--- src/rtl/fr_pkg.sv ---
package fr_pkg;

    localparam int MAX_BURST_BYTES = 16;
    localparam int DATA_W          = MAX_BURST_BYTES * 8;
    localparam logic [31:0] CFG_RESET = 32'h0300_100B;

    typedef enum logic [2:0] {
        PH_IDLE  = 3'd0,
        PH_CMD   = 3'd1,
        PH_ADDR  = 3'd2,
        PH_DUMMY = 3'd3,
        PH_DATA  = 3'd4,
        PH_GAP   = 3'd5
    } phase_e;

    // Full configuration word layout
    typedef struct packed {
        logic       lock;
        logic [4:0] rsv_top;
        logic [1:0] burst;
        logic [5:0] rsv_mid;
        logic [1:0] addr_sel;
        logic [1:0] rsv_b;
        logic [1:0] dummy;
        logic [1:0] rsv_a;
        logic [1:0] mode;
        logic [7:0] opcode;
    } cfg_t;

    // Fields the sequencer snapshots per burst
    typedef struct packed {
        logic [7:0] opcode;
        logic [1:0] mode;
        logic [1:0] dummy;
        logic       addr4;
        logic [1:0] burst;
    } rd_cfg_t;

    function automatic logic [2:0] lanes_of(input logic [1:0] mode);
        case (mode)
            2'd0:    return 3'd1;
            2'd1:    return 3'd2;
            default: return 3'd4;
        endcase
    endfunction

    function automatic logic [2:0] cmd_lanes_of(input logic [1:0] mode);
        return (mode == 2'd3) ? 3'd4 : 3'd1;
    endfunction

    function automatic logic [4:0] burst_bytes(input logic [1:0] b);
        case (b)
            2'd0:    return 5'd4;
            2'd1:    return 5'd8;
            default: return 5'd16;
        endcase
    endfunction

    function automatic logic [3:0] lane_mask(input logic [2:0] lanes);
        case (lanes)
            3'd1:    return 4'b0001;
            3'd2:    return 4'b0011;
            default: return 4'b1111;
        endcase
    endfunction

endpackage

--- src/rtl/fr_cfg_reg.sv ---
module fr_cfg_reg
    import fr_pkg::*;
(
    input  logic        clk,
    input  logic        rst_n,
    input  logic        we,
    input  logic [31:0] wdata,
    output logic [31:0] word_o
);

    logic [31:0] word_d, word_q;

    always_comb begin
        word_d = word_q;
        // Once the lock bit is set the word is frozen until reset
        if (we && !word_q[31]) begin
            word_d = wdata;
        end
    end

    always_ff @(posedge clk) begin
        if (!rst_n) begin
            word_q <= CFG_RESET;
        end else begin
            word_q <= word_d;
        end
    end

    assign word_o = word_q;

endmodule

--- src/rtl/fr_addr_map.sv ---
module fr_addr_map #(
    parameter  int NUM_CS   = 4,
    parameter  int WIN_BITS = 24,
    localparam int CS_W     = (NUM_CS > 1) ? $clog2(NUM_CS) : 1,
    localparam int ADDR_W   = WIN_BITS + CS_W
) (
    input  logic [ADDR_W-1:0] addr,
    output logic [CS_W-1:0]   cs_idx,
    output logic [31:0]       offset
);

    // One fixed window per device: upper bits pick the device
    assign cs_idx = addr[ADDR_W-1:WIN_BITS];
    assign offset = 32'(addr[WIN_BITS-1:0]);

endmodule

--- src/rtl/fr_seq.sv ---
module fr_seq
    import fr_pkg::*;
#(
    parameter  int NUM_CS   = 4,
    parameter  int HALF_DIV = 2,
    localparam int CS_W     = (NUM_CS > 1) ? $clog2(NUM_CS) : 1,
    localparam int HC_W     = $clog2(2 * HALF_DIV) + 1
) (
    input  logic              clk,
    input  logic              rst_n,
    input  rd_cfg_t           cfg_i,
    input  logic              req_valid,
    input  logic [CS_W-1:0]   cs_idx_i,
    input  logic [31:0]       offset_i,
    output logic              req_ready,
    output logic [DATA_W-1:0] rd_data,
    output logic              sclk,
    output logic [NUM_CS-1:0] cs_n,
    output logic [3:0]        io_out,
    output logic [3:0]        io_oe,
    input  logic [3:0]        io_in
);

    typedef struct packed {
        phase_e            ph;
        rd_cfg_t           cfg;
        logic [CS_W-1:0]   cs;
        logic [31:0]       off;
        logic [HC_W-1:0]   hc;
        logic              sclk;
        logic [7:0]        bits;
        logic [31:0]       tx;
        logic [7:0]        rxb;
        logic [DATA_W-1:0] data;
        logic              done;
    } st_t;

    st_t s_d, s_q;

    logic [2:0] lanes;
    logic [7:0] len;
    logic [7:0] nbits;
    logic [7:0] in_bits;
    logic [7:0] rx_next;
    logic       active;

    // Lane count and phase length in bits for the current phase
    always_comb begin
        lanes = (s_q.ph == PH_CMD) ? cmd_lanes_of(s_q.cfg.mode) : lanes_of(s_q.cfg.mode);
        case (s_q.ph)
            PH_CMD:   len = 8'd8;
            PH_ADDR:  len = s_q.cfg.addr4 ? 8'd32 : 8'd24;
            PH_DUMMY: len = {3'b000, s_q.cfg.dummy, 3'b000};
            PH_DATA:  len = {burst_bytes(s_q.cfg.burst), 3'b000};
            default:  len = 8'd0;
        endcase
        case (lanes)
            3'd1:    in_bits = {7'd0, io_in[1]};
            3'd2:    in_bits = {6'd0, io_in[1:0]};
            default: in_bits = {4'd0, io_in[3:0]};
        endcase
        rx_next = 8'((s_q.rxb << lanes) | in_bits);
        nbits   = s_q.bits + {5'd0, lanes};
    end

    always_comb begin
        s_d      = s_q;
        s_d.done = 1'b0;
        case (s_q.ph)
            PH_IDLE: begin
                if (req_valid) begin
                    s_d.ph   = PH_CMD;
                    s_d.cfg  = cfg_i;
                    s_d.cs   = cs_idx_i;
                    s_d.off  = offset_i;
                    s_d.hc   = '0;
                    s_d.sclk = 1'b0;
                    s_d.bits = '0;
                    s_d.tx   = {cfg_i.opcode, 24'd0};
                    s_d.rxb  = '0;
                    s_d.data = '0;
                end
            end
            PH_GAP: begin
                if (s_q.hc == HC_W'(2 * HALF_DIV - 1)) begin
                    s_d.ph = PH_IDLE;
                    s_d.hc = '0;
                end else begin
                    s_d.hc = s_q.hc + 1'b1;
                end
            end
            default: begin
                if (s_q.hc == HC_W'(HALF_DIV - 1)) begin
                    s_d.hc   = '0;
                    s_d.sclk = ~s_q.sclk;
                    if (!s_q.sclk) begin
                        // Rising edge: capture input lanes
                        if (s_q.ph == PH_DATA) begin
                            s_d.rxb = rx_next;
                            if (nbits[2:0] == 3'd0) begin
                                s_d.data[{s_q.bits[6:3], 3'b000} +: 8] = rx_next;
                            end
                        end
                    end else begin
                        // Falling edge: move to the next lane group
                        s_d.bits = nbits;
                        s_d.tx   = s_q.tx << lanes;
                        if (nbits >= len) begin
                            s_d.bits = '0;
                            case (s_q.ph)
                                PH_CMD: begin
                                    s_d.ph = PH_ADDR;
                                    s_d.tx = s_q.cfg.addr4 ? s_q.off : {s_q.off[23:0], 8'd0};
                                end
                                PH_ADDR: begin
                                    s_d.ph = (s_q.cfg.dummy != 2'd0) ? PH_DUMMY : PH_DATA;
                                end
                                PH_DUMMY: begin
                                    s_d.ph = PH_DATA;
                                end
                                default: begin
                                    s_d.ph   = PH_GAP;
                                    s_d.done = 1'b1;
                                end
                            endcase
                        end
                    end
                end else begin
                    s_d.hc = s_q.hc + 1'b1;
                end
            end
        endcase
    end

    always_ff @(posedge clk) begin
        if (!rst_n) begin
            s_q <= '0;
        end else begin
            s_q <= s_d;
        end
    end

    assign active = (s_q.ph == PH_CMD) || (s_q.ph == PH_ADDR) ||
                    (s_q.ph == PH_DUMMY) || (s_q.ph == PH_DATA);

    for (genvar i = 0; i < NUM_CS; i++) begin : g_cs
        assign cs_n[i] = !(active && (s_q.cs == CS_W'(i)));
    end

    always_comb begin
        case (lanes)
            3'd1:    io_out = {3'd0, s_q.tx[31]};
            3'd2:    io_out = {2'd0, s_q.tx[31:30]};
            default: io_out = s_q.tx[31:28];
        endcase
        io_oe = ((s_q.ph == PH_CMD) || (s_q.ph == PH_ADDR)) ? lane_mask(lanes) : 4'd0;
    end

    assign sclk      = s_q.sclk;
    assign req_ready = s_q.done;
    assign rd_data   = s_q.data;

endmodule

--- src/rtl/flash_read_engine.sv ---
module flash_read_engine
    import fr_pkg::*;
#(
    parameter  int NUM_CS   = 4,
    parameter  int WIN_BITS = 24,
    parameter  int HALF_DIV = 2,
    localparam int CS_W     = (NUM_CS > 1) ? $clog2(NUM_CS) : 1,
    localparam int ADDR_W   = WIN_BITS + CS_W
) (
    input  logic              clk,
    input  logic              rst_n,
    input  logic              cfg_we,
    input  logic [31:0]       cfg_wdata,
    output logic [31:0]       cfg_rdata,
    input  logic              req_valid,
    input  logic [ADDR_W-1:0] req_addr,
    output logic              req_ready,
    output logic [127:0]      rd_data,
    output logic              spi_sclk,
    output logic [NUM_CS-1:0] spi_cs_n,
    output logic [3:0]        spi_io_out,
    output logic [3:0]        spi_io_oe,
    input  logic [3:0]        spi_io_in
);

    logic [31:0]     cfg_word;
    cfg_t            cw;
    rd_cfg_t         rcfg;
    logic [CS_W-1:0] cs_idx;
    logic [31:0]     offset;
    logic            unused_cfg_bits;

    fr_cfg_reg u_cfg (
        .clk    (clk),
        .rst_n  (rst_n),
        .we     (cfg_we),
        .wdata  (cfg_wdata),
        .word_o (cfg_word)
    );

    assign cw        = cfg_t'(cfg_word);
    assign cfg_rdata = cfg_word;

    always_comb begin
        rcfg.opcode = cw.opcode;
        rcfg.mode   = cw.mode;
        rcfg.dummy  = cw.dummy;
        rcfg.addr4  = (cw.addr_sel != 2'd0);
        rcfg.burst  = cw.burst;
    end

    assign unused_cfg_bits = ^{cw.lock, cw.rsv_top, cw.rsv_mid, cw.rsv_b, cw.rsv_a};

    fr_addr_map #(
        .NUM_CS   (NUM_CS),
        .WIN_BITS (WIN_BITS)
    ) u_map (
        .addr   (req_addr),
        .cs_idx (cs_idx),
        .offset (offset)
    );

    fr_seq #(
        .NUM_CS   (NUM_CS),
        .HALF_DIV (HALF_DIV)
    ) u_seq (
        .clk       (clk),
        .rst_n     (rst_n),
        .cfg_i     (rcfg),
        .req_valid (req_valid),
        .cs_idx_i  (cs_idx),
        .offset_i  (offset),
        .req_ready (req_ready),
        .rd_data   (rd_data),
        .sclk      (spi_sclk),
        .cs_n      (spi_cs_n),
        .io_out    (spi_io_out),
        .io_oe     (spi_io_oe),
        .io_in     (spi_io_in)
    );

endmodule

--- config.mk ---
export PLATFORM = sky130hd
export DESIGN_NAME = flash_read_engine
export DESIGN_NICKNAME = d
export VERILOG_FILES = /design/src/rtl/fr_pkg.sv /design/src/rtl/fr_cfg_reg.sv /design/src/rtl/fr_addr_map.sv /design/src/rtl/fr_seq.sv /design/src/rtl/flash_read_engine.sv
export SDC_FILE = /design/constraint.sdc
export NUM_CORES = 1
export LEC_CHECK = 0
export ABC_AREA = 1
export BUFFER_PORTS_ARGS = -buffer_cell sky130_fd_sc_hd__buf_2
export CORE_MARGIN = 2
export CORE_UTILIZATION = 40
export CTS_BUF_LIST = sky130_fd_sc_hd__clkbuf_16
export DETAILED_ROUTE_END_ITERATION = 7
export GPL_TIMING_DRIVEN = 0
export PLACE_DENSITY = 0.71
export SLEW_MARGIN = 40
export SYNTH_ARGS = -nofsm -noshare
export SYNTH_HDL_FRONTEND = slang
export SYNTH_HIERARCHICAL = 1
export SYNTH_SLANG_ARGS = --single-unit
--- constraint.sdc ---
create_clock -name clk -period 5 [get_ports clk]
set_input_delay 0 -clock clk [delete_from_list [all_inputs] [get_ports clk]]
set_output_delay 0 -clock clk [all_outputs]
set_load 0.05 [all_outputs]
==> impl_metrics.json, run 1 <==
{
  "start_util_pct": 40.7,
  "gp_congestion": 0.971,
  "via_per_inst": 5.16,
  "critPathKind": "reg -> reg",
  "clkLatencyLatePin_ps": 560,
  "min_path_type": "in -> reg",
  "slew_violations": 0,
  "synth-seq-cells": 256,
  "antenna_found_initial": 0,
  "hold_path_depth": 5,
  "fmax_ghz": 0.227,
  "ant_nets": 0,
  "multiInputGateArea_um2": 6670,
  "grtUsageTotal_pct": 25.4,
  "chipHeight_um": 192,
  "setup_tns_ps": 0,
  "period_needed_ps": 4410,
  "final_hold_viol_count": 0,
  "cts_hold_buf": 100,
  "min_from": "spi_io_in[3]",
  "dp_hpwl_um": 34800,
  "synth_edf_count": 0,
  "seq_area_um2": 5120,
  "tritoncts": "built",
  "grt_overflow": 0,
  "peakVddDrop_mv": 0.280,
  "avgRoutedWirePerCell_um": 16.3,
  "yosysSeqAreaShare_pct": 36.2,
  "cts_root_buf": "clkbuf_16",
  "ys.flop_type": "dfxtp_1",
  "slew_headroom_pct": 52.2,
  "diodes": 0,
  "yosysTopAreaCell": "dfxtp_1",
  "core_area_um2": 34700,
  "cts_sinks": 256,
  "num-nets-final": 2552,
  "boundaryPins": 240,
  "die_width_um": 192,
  "first_pass_iters": 7,
  "p_leak_nw": 8.03,
  "end_kind": "register",
  "cts_buffers": 29,
  "min_to": "u_seq/rd_data[51]$_SDFFE_PN0P_",
  "instances_no_fill": 2948,
  "yosysUniqueCellTypes": 48,
  "route.vias.total": 15200,
  "synth_area_um2": 14100,
  "place_inst": 2794,
  "synth.area.top_cells": "dfxtp_1 (36%), nand2_1 (16%), buf_4 (9.0%)",
  "synth_cells": 2120,
  "cts_buffer_depth": 3,
  "syn2layout_area_growth_pct": 25.7,
  "reg2reg_slack_ps": 590,
  "final_common_cell": "nand2_1",
  "reg2reg_from": "u_seq/s_q[232]$_SDFFE_PN0P_",
  "r2r_end": "u_seq/s_q[163]$_SDFFE_PN0P_",
  "grt_pass1_wl_um": 74300,
  "p_per_area_nw_per_um2": 460,
  "reg2reg_depth": 24,
  "final_cell_mix": "nand2_1 (589), dfxtp_1 (256), buf_2 (237)",
  "port-buffer-count": 212,
  "syn_avg_cell_area_um2": 6.67,
  "grt_max_degree": 15,
  "row_count": 68,
  "grt_setup_unrepaired": "no",
  "grt_pass1_vias": 14300,
  "drive_above_1_share_pct": 21.9,
  "setup_viol": 0,
  "post_cts_buffers": 0,
  "dieArea_um2": 36900,
  "drt-total-wl_um": 47900,
  "clkTransAtPathRegs_ps": 60,
  "cp_data_arrival_time_ps": 4850,
  "n_fill_cell": 3377,
  "yosys_warnings": 6,
  "finClkSkew_ps": 11.3,
  "async_flop_share_pct": 0,
  "cp_data_required_time_ps": 5440,
  "period_share_pct": 88.2,
  "critPathMaxFanout": 10,
  "cts_resized": 0,
  "drt_iter0_drc": 1540,
  "critPathLaunchType": "register",
  "drc_errors": 0,
  "outcome": "finished, final reports clean",
  "synth.top_cell.area_share_pct": 36.2,
  "worst_pin_slew_ps": 718,
  "maxCapViolCount": 0,
  "cts_max_level": 1
}
-- area by class of cell --
class,instances,area share [%]
multi-input combinational,1439,37.5
buffer,272,9.99
sequential,256,28.8
clock inverter,25,1.41
tap,455,3.20
inverter,160,3.39
timing repair buffer,312,11.6
clock buffer,29,4.08
-- kinds of logic (layout without fill, tap and decap cells) --
family | after synthesis | in the layout | synth area share [%]
buf+inv | 432 | 798 | 16.8
compound gates | 358 | 358 | 13.3
fa+ha+maj | 16 | 16 | 1.42
other cells | 1 | 8 | 0.0265
xor+xnor | 4 | 4 | 0.248
flops | 256 | 256 | 36.2
simple gates | 1053 | 1053 | 31.9
-- cell usage after synthesis (2+ instances only) --
cell type,n
buf_1,8
clkbuf_1,58
buf_2,25
nor2_2,23
nand3_2,10
nand2_2,16
nand2_1,589
nand4_1,8
nor3_2,2
buf_6,10
nor2_1,158
a21oi_1,225
o211ai_1,5
or2_2,3
o21ai_1,3
nand3b_1,4
buf_4,170
nand3_1,225
nor3_1,8
o21ai_0,108
dfxtp_1,256
inv_1,145
xor2_1,3
o211ai_2,5
a211oi_1,2
nor2_4,2
ha_1,16
inv_2,13
-- where the power goes --
group | internal, mW | switching [mW] | total [mW]
combinational | 0.966 | 2.65 | 3.61
sequential | 2.23 | 0.135 | 2.37
clock | 1.27 | 0.918 | 2.19
total | 4.47 | 3.70 | 8.17
-- stage by stage --
step / power, mW / worst slack [ps] / utilization, % / hold WS (ps) / cell area, um2
after floorplan: 4.79 / 1530 / - / 121 / 14200
after global placement: 5.79 / 719 / 45.5 / 247 / 15800
after detailed placement: 5.83 / 730 / 45.5 / 246 / 15800
after CTS: 8.09 / 634 / 51.2 / 75.6 / 17800
after global routing: 8.60 / 286 / 51.2 / 120 / 17800
final: 8.17 / 591 / 51.2 / 111 / 17800
-- worst max path at each step --
stage	startpoint	endpoint	slack, ps	cells past startpoint
floorplan	u_seq/s_q[232]$_SDFFE_PN0P_	u_seq/s_q[157]$_SDFFE_PN0P_	1530	24
global placement	u_seq/s_q[232]$_SDFFE_PN0P_	u_seq/s_q[164]$_SDFFE_PN0P_	720	24
detailed placement	u_seq/s_q[232]$_SDFFE_PN0P_	u_seq/s_q[165]$_SDFFE_PN0P_	730	24
CTS	u_seq/s_q[232]$_SDFFE_PN0P_	u_seq/s_q[163]$_SDFFE_PN0P_	630	24
global route	u_seq/s_q[232]$_SDFFE_PN0P_	u_seq/s_q[149]$_SDFFE_PN0P_	290	23
finish	u_seq/s_q[232]$_SDFFE_PN0P_	u_seq/s_q[163]$_SDFFE_PN0P_	590	24
-- flip-flops by register name, summed over array words and instances, names as in the netlist --
name	cells
u_seq/rd_data	128
u_seq/s_q	94
u_seq/req_ready	1
u_seq/sclk	1
u_cfg/word_o	32
-- critical path, cell delays in order (launching register included) --
cell	delay (ps)
dfxtp_1	300
buf_4	160
inv_4	80
nand3_4	110
nand2_1	200
inv_2	150
nor2_4	220
buf_1	420
ha_1	370
nand3_1	100
nand2_1	110
nand2_1	100
xor2_1	150
inv_1	80
ha_1	290
a21oi_1	160
o21ai_0	100
nor2_1	130
nand2_2	170
nand2_1	110
buf_2	240
buf_2	240
nand2_1	110
nand3_1	110
a21oi_1	80
-- layer usage --
layer  track usage (%)  up-vias  wire [um]
met4              11.1        0       2010
met5                 0        -          0
met1              32.6     6977      20000
li1                  -     7360          -
met3              4.06      137       4180
met2              42.0      730      21700
Note: power is estimated with default switching activity, not from simulation.
==> run 2, diff against run 1 <==
--- a/config.mk
+++ b/config.mk
@@ -18,3 +18,2 @@
 export SYNTH_HDL_FRONTEND = slang
-export SYNTH_HIERARCHICAL = 1
 export SYNTH_SLANG_ARGS = --single-unit
==> constraint.sdc (replaced) <==
create_clock -name clk -period 5 [get_ports clk]
set_input_delay 0.75 -clock clk [delete_from_list [all_inputs] [get_ports clk]]
set_output_delay 0.75 -clock clk [all_outputs]
set_load 0.05 [all_outputs]
==> impl_metrics.json, run 2 <==
{
  "yosysSeqAreaShare_pct": 37.0,
  "drc_errors": 0,
  "synth-seq-cells": 248,
  "synth.top_cell.area_share_pct": 37.0,
  "p_sw_share_pct": 44.9,
  "p_per_area_nw_per_um2": 476,
  "final_util_pct": 48.5,
  "worst_slack_ps": 478,
  "cp_data_required_time_ps": 5400,
  "port-buffer-count": 239,
  "clkPwrFrac_pct": 27.9,
  "syn_avg_cell_area_um2": 6.73,
  "total_power_mw": 7.68,
  "peakVddDrop_mv": 0.379,
  "grt_max_degree": 15,
  "synth_area_um2": 13400,
  "cp_data_arrival_time_ps": 4920,
  "cellInternalPower_mw": 4.23,
  "yosys_warnings": 0,
  "dieArea_um2": 35000,
  "slew_headroom_pct": 37.0,
  "gp_congestion": 0.953,
  "chipHeight_um": 187,
  "clkLatencyLatePin_ps": 550,
  "cts_hold_buf": 0,
  "route.vias.total": 14300,
  "dp_hpwl_um": 34900,
  "post_cts_buffers": 0,
  "reg2reg_from": "u_seq.s_q[230]$_SDFFE_PN0P_",
  "boundaryPins": 240,
  "end_kind": "register",
  "grt_pass1_wl_um": 72400,
  "first_pass_iters": 6,
  "largest_reg_flops": 128,
  "row_count": 67,
  "die_width_um": 187,
  "critPathLaunch": "u_seq.s_q[230]$_SDFFE_PN0P_",
  "critPathLaunchType": "register",
  "reg2reg_slack_ps": 480,
  "n_fill_cell": 3382,
  "cts_buffers": 28,
  "place_worst_setup_slack_ps": 260,
  "cts_resized": 0,
  "maxCapViolCount": 0,
  "critPathKind": "reg -> reg",
  "outcome": "finished, final reports clean",
  "yosysUniqueCellTypes": 41,
  "cts_buffer_depth": 3,
  "grtUsageTotal_pct": 25.5,
  "setup_viol": 0,
  "drt-total-wl_um": 45600,
  "crit_end": "u_seq.s_q[154]$_SDFFE_PN0P_",
  "reg2reg_depth": 23,
  "yosys.cell_count.top_type": "nand2_1",
  "drive_above_1_share_pct": 22.4,
  "final_hold_viol_count": 0,
  "finClkSkew_ps": 16.5,
  "hold_path_depth": 3,
  "grt_pass1_vias": 13400,
  "cts_root_buf": "clkbuf_16",
  "clkTransAtPathRegs_ps": 60,
  "pwr-share-seq_pct": 29.9,
  "core_area_um2": 33300,
  "whs_ps": 413,
  "yosysTopAreaCell": "dfxtp_1",
  "cts_max_level": 1,
  "drt_iter0_drc": 1263,
  "num-nets-final": 2341,
  "final_cell_mix": "nand2_1 (543), buf_2 (259), dfxtp_1 (248)",
  "slew_violations": 0,
  "period_share_pct": 90.4,
  "syn2layout_area_growth_pct": 20.3,
  "grt_setup_unrepaired": "no",
  "final_common_cell": "nand2_1",
  "synth_edf_count": 0,
  "ant_nets": 0,
  "start_util_pct": 40.3,
  "p_leak_nw": 7.18,
  "period_needed_ps": 4520,
  "fmax_ghz": 0.221,
  "async_flop_share_pct": 0,
  "avgRoutedWirePerCell_um": 16.7,
  "synth_cells": 1992,
  "setup_tns_ps": 0,
  "worst_pin_slew_ps": 935,
  "antenna_found_initial": 1,
  "synth.area.top_cells": "dfxtp_1 (37%), nand2_1 (15%), nand3_1 (8.5%)",
  "cts_sinks": 248,
  "switching_power_mw": 3.45,
  "critPathMaxFanout": 10,
  "r2r_end": "u_seq.s_q[154]$_SDFFE_PN0P_",
  "tritoncts": "built",
  "ys.flop_type": "dfxtp_1",
  "grt_overflow": 0,
  "ys_top_cells_by_count": "nand2_1 (543), dfxtp_1 (248), nand3_1 (228)",
  "synth_nets": 2073,
  "min_path_type": "in -> reg",
  "p_comb_share_pct": 42.2,
  "via_per_inst": 5.23
}
## run 2: cells by family after synthesis
group | Yosys count | synth area share (%)
compound gates | 358 | 14.0
buf+inv | 356 | 14.4
simple gates | 1012 | 32.9
xor+xnor | 3 | 0.252
flops | 248 | 37.0
fa+ha+maj | 15 | 1.40
## run 2: worst min-delay path by stage
stage / start / end / slack (ps)
final: cfg_wdata[25] / u_cfg.word_o[25]$_SDFFE_PN1P_ / 410
after global routing: cfg_wdata[24] / u_cfg.word_o[24]$_SDFFE_PN1P_ / 420
after CTS: cfg_wdata[25] / u_cfg.word_o[25]$_SDFFE_PN1P_ / 400
after detailed placement: u_seq.rd_data[6]$_SDFFE_PN0P_ / u_seq.rd_data[6]$_SDFFE_PN0P_ / 450
after global placement: u_seq.rd_data[3]$_SDFFE_PN0P_ / u_seq.rd_data[3]$_SDFFE_PN0P_ / 450
after floorplan: u_seq.s_q[182]$_SDFFE_PN0P_ / u_seq.s_q[182]$_SDFFE_PN0P_ / 440
## run 2: power by group through the flow
stage	Sequential, mW	Combinational, mW	Clock, mW
floorplan	2.33	2.16	0
global placement	2.33	3.12	0
detailed placement	2.33	3.14	0
CTS	2.29	3.16	2.16
global route	2.31	3.54	2.24
finish	2.30	3.24	2.14
## run 2: area by class of cell
class	instances	area [um2]	area share, %
Inverter	113	424	2.63
Antenna cell	1	2.50	0.0155
Multi-Input combinational cell	1388	6540	40.5
Clock buffer	28	701	4.34
Clock inverter	23	253	1.57
Buffer	242	1500	9.32
Tap cell	448	561	3.47
Timing Repair Buffer	239	1200	7.41
Sequential cell	248	4960	30.8
## run 2: per-layer routing
metal	vias up	track usage, %	part of all wire [%]
li1	6948	-	-
met1	6505	34.1	43
met2	704	40.8	44
met3	125	4.20	8.8
met4	2	10.7	3.9
met5	-	0	0.024
## run 2: critical path: stages, from the launching register on
cell and delay, ps:
dfxtp_1 500, inv_2 100, nor2_4 170, nand3_4 190, nand2_1 140, buf_4 200
buf_2 310, ha_1 230, ha_1 140, inv_1 50, nand2_1 70, nand2_2 70
a21oi_1 210, nand3_1 120, xor2_1 190, ha_1 290, nand2_1 80, nor2_1 190
nand4_4 250, nand2_4 220, buf_2 230, nand3_1 170, nand3_1 170, a21oi_1 70
## run 2: stage by stage
stage | instance area, um2 | cells
4_1_cts | 16100 | 2730
3_5_place_dp | 15200 | 2679
2_1_floorplan | 13400 | 1992
3_3_place_gp | 15200 | 2679
6_report | 16100 | 2730
5_1_grt | 16100 | 2729
==> run 3, diff against run 2 <==
Clock period 5 ns to 4.7 ns, I/O delays scaled along.
==> impl_metrics.json, run 3 (same netlist as run 2, synthesis figures left out) <==
{
  "p_leak_nw": 7.18,
  "crit_path_max_incr_delay_ps": 430,
  "crit_family": "simple AND/OR/NAND/NOR gates",
  "antenna_found_initial": 1,
  "cp_data_arrival_time_ps": 4610,
  "final_common_cell": "nand2_1",
  "num-nets-final": 2343,
  "avgRoutedWirePerCell_um": 16.7,
  "cts_root_buf": "clkbuf_16",
  "period_needed_ps": 4210,
  "grtUsageTotal_pct": 25.5,
  "dieArea_um2": 35000,
  "p_per_area_nw_per_um2": 506,
  "drt_iter0_drc": 1274,
  "core_area_um2": 33300,
  "ant_nets": 0,
  "outcome": "finished, final reports clean",
  "place_inst": 2679,
  "row_count": 67,
  "finClkSkew_ps": 17.5,
  "grt_setup_unrepaired": "no",
  "tritoncts": "built",
  "fmax_ghz": 0.238,
  "grt_max_degree": 16,
  "cts_hold_buf": 0,
  "cp_data_required_time_ps": 5100,
  "cts_buffer_depth": 3,
  "slew_headroom_pct": 41.6,
  "clkTransAtPathRegs_ps": 60,
  "worst_pin_slew_ps": 866,
  "n_fill_cell": 3382,
  "slew_violations": 0,
  "final_util_pct": 48.6,
  "whs_ps": 368,
  "grt_overflow": 0,
  "drc_errors": 0,
  "min_path_type": "in -> reg",
  "largest_reg_flops": 128,
  "period_share_pct": 89.5,
  "cts_buffers": 28,
  "cts_max_level": 1,
  "boundaryPins": 240,
  "critPathLaunchType": "register",
  "clkLatencyLatePin_ps": 550,
  "syn2layout_area_growth_pct": 20.5,
  "crit_top_cell": "nand2_1",
  "setup_viol": 0,
  "first_pass_iters": 6,
  "dp_hpwl_um": 34900,
  "die_width_um": 187,
  "via_per_inst": 5.23,
  "cts_sinks": 248,
  "route.vias.total": 14300,
  "maxCapViolCount": 0,
  "path_cells": "inv_2 -> nand3_4 -> o21ai_1 -> clkinvlp_4 -> ha_1 -> a31oi_1 -> inv_1 -> nand2_1 -> nand2_1 -> nand2_1 -> inv_1 -> ha_1 -> nand2_1 -> nor2_1 -> nand4_4 -> nand2_4 -> buf_2 -> nand3_1 -> nand3_1 -> a21oi_1",
  "slowest_stage": "o21ai_1",
  "final_cell_mix": "nand2_1 (543), buf_2 (258), dfxtp_1 (247)",
  "end_kind": "register",
  "grt_pass1_vias": 13400,
  "gp_congestion": 0.953,
  "peakVddDrop_mv": 0.403,
  "critPathKind": "reg -> reg",
  "chipHeight_um": 187,
  "drive_above_1_share_pct": 22.5,
  "port-buffer-count": 239,
  "start_util_pct": 40.3,
  "critPathBufInv": 5,
  "final_hold_viol_count": 0,
  "critPathMaxFanout": 10,
  "drt-total-wl_um": 45500,
  "instances_no_fill": 2732,
  "grt_pass1_wl_um": 72400
}
run 3: through the flow:
| stage | setup slack [ps] | setup TNS (ps) | cell area, um2 | total power, mW |
|---|---|---|---|---|
| 3_5_place_dp | -40.0 | -50.7 | 15200 | 5.82 |
| 4_1_cts | 107 | 0 | 16100 | 8.09 |
| 6_report | 493 | 0 | 16200 | 8.17 |
| 3_3_place_gp | -307 | -7510 | 15200 | 5.79 |
| 5_1_grt | 139 | 0 | 16200 | 8.64 |
| 2_1_floorplan | 991 | 0 | 13400 | 4.78 |
run 3: path summary, 6_finish.rpt:
kind	slack (ps)	cells after the start	endpoint	startpoint
worst min register to register	460	2	u_seq.rd_data[6]$_SDFFE_PN0P_	u_seq.rd_data[6]$_SDFFE_PN0P_
worst min-delay path	370	3	u_cfg.word_o[12]$_SDFFE_PN1P_	cfg_wdata[12]
worst max register to register	490	20	u_seq.s_q[154]$_SDFFE_PN0P_	u_seq.s_q[231]$_SDFFE_PN0P_
worst max-delay path	490	20	u_seq.s_q[154]$_SDFFE_PN0P_	u_seq.s_q[231]$_SDFFE_PN0P_
run 3: what timing repair did:
item                                   4_1_cts  5_1_grt
resized for setup                            0        4
endpoints found under the hold margin        0        0
buffers inserted                             0        3
pin swaps                                    0        1
setup endpoints to repair                    4       43
run 3: worst reg2reg max path: cells and delay by family, from the launching register on:
kind | cells | cell delay [ps]
AO/OA/AOI/OAI | 3 | 770
flip-flops | 1 | 370
AND/OR/NAND/NOR | 10 | 1440
buffers and inverters | 5 | 830
adder cells (fa/ha/maj) | 2 | 640
run 3: final cells by class:
type	count	area (um2)	share of cell area, %
Clock inverter	23	253	1.56
Antenna cell	1	2.50	0.0155
Inverter	113	428	2.65
Sequential cell	248	4970	30.7
Tap cell	448	561	3.47
Multi-Input combinational cell	1388	6540	40.4
Buffer	241	1500	9.27
Timing Repair Buffer	242	1220	7.54
Clock buffer	28	701	4.34
run 3: power by group:
| group | total, mW | leakage, nW | switching, mW | internal [mW] |
|---|---|---|---|---|
| Clock | 2.27 | 0.479 | 0.916 | 1.36 |
| Combinational | 3.46 | 4.69 | 2.59 | 0.869 |
| Sequential | 2.44 | 2.02 | 0.153 | 2.29 |
run 3: routing by layer:
layer | GRT usage (%) | up-vias | wire [um]
li1 | - | 6943 | -
met1 | 34.1 | 6511 | 19500
met2 | 40.9 | 714 | 20000
met3 | 4.17 | 114 | 4220
met4 | 10.6 | 2 | 1720
met5 | 0 | - | 11
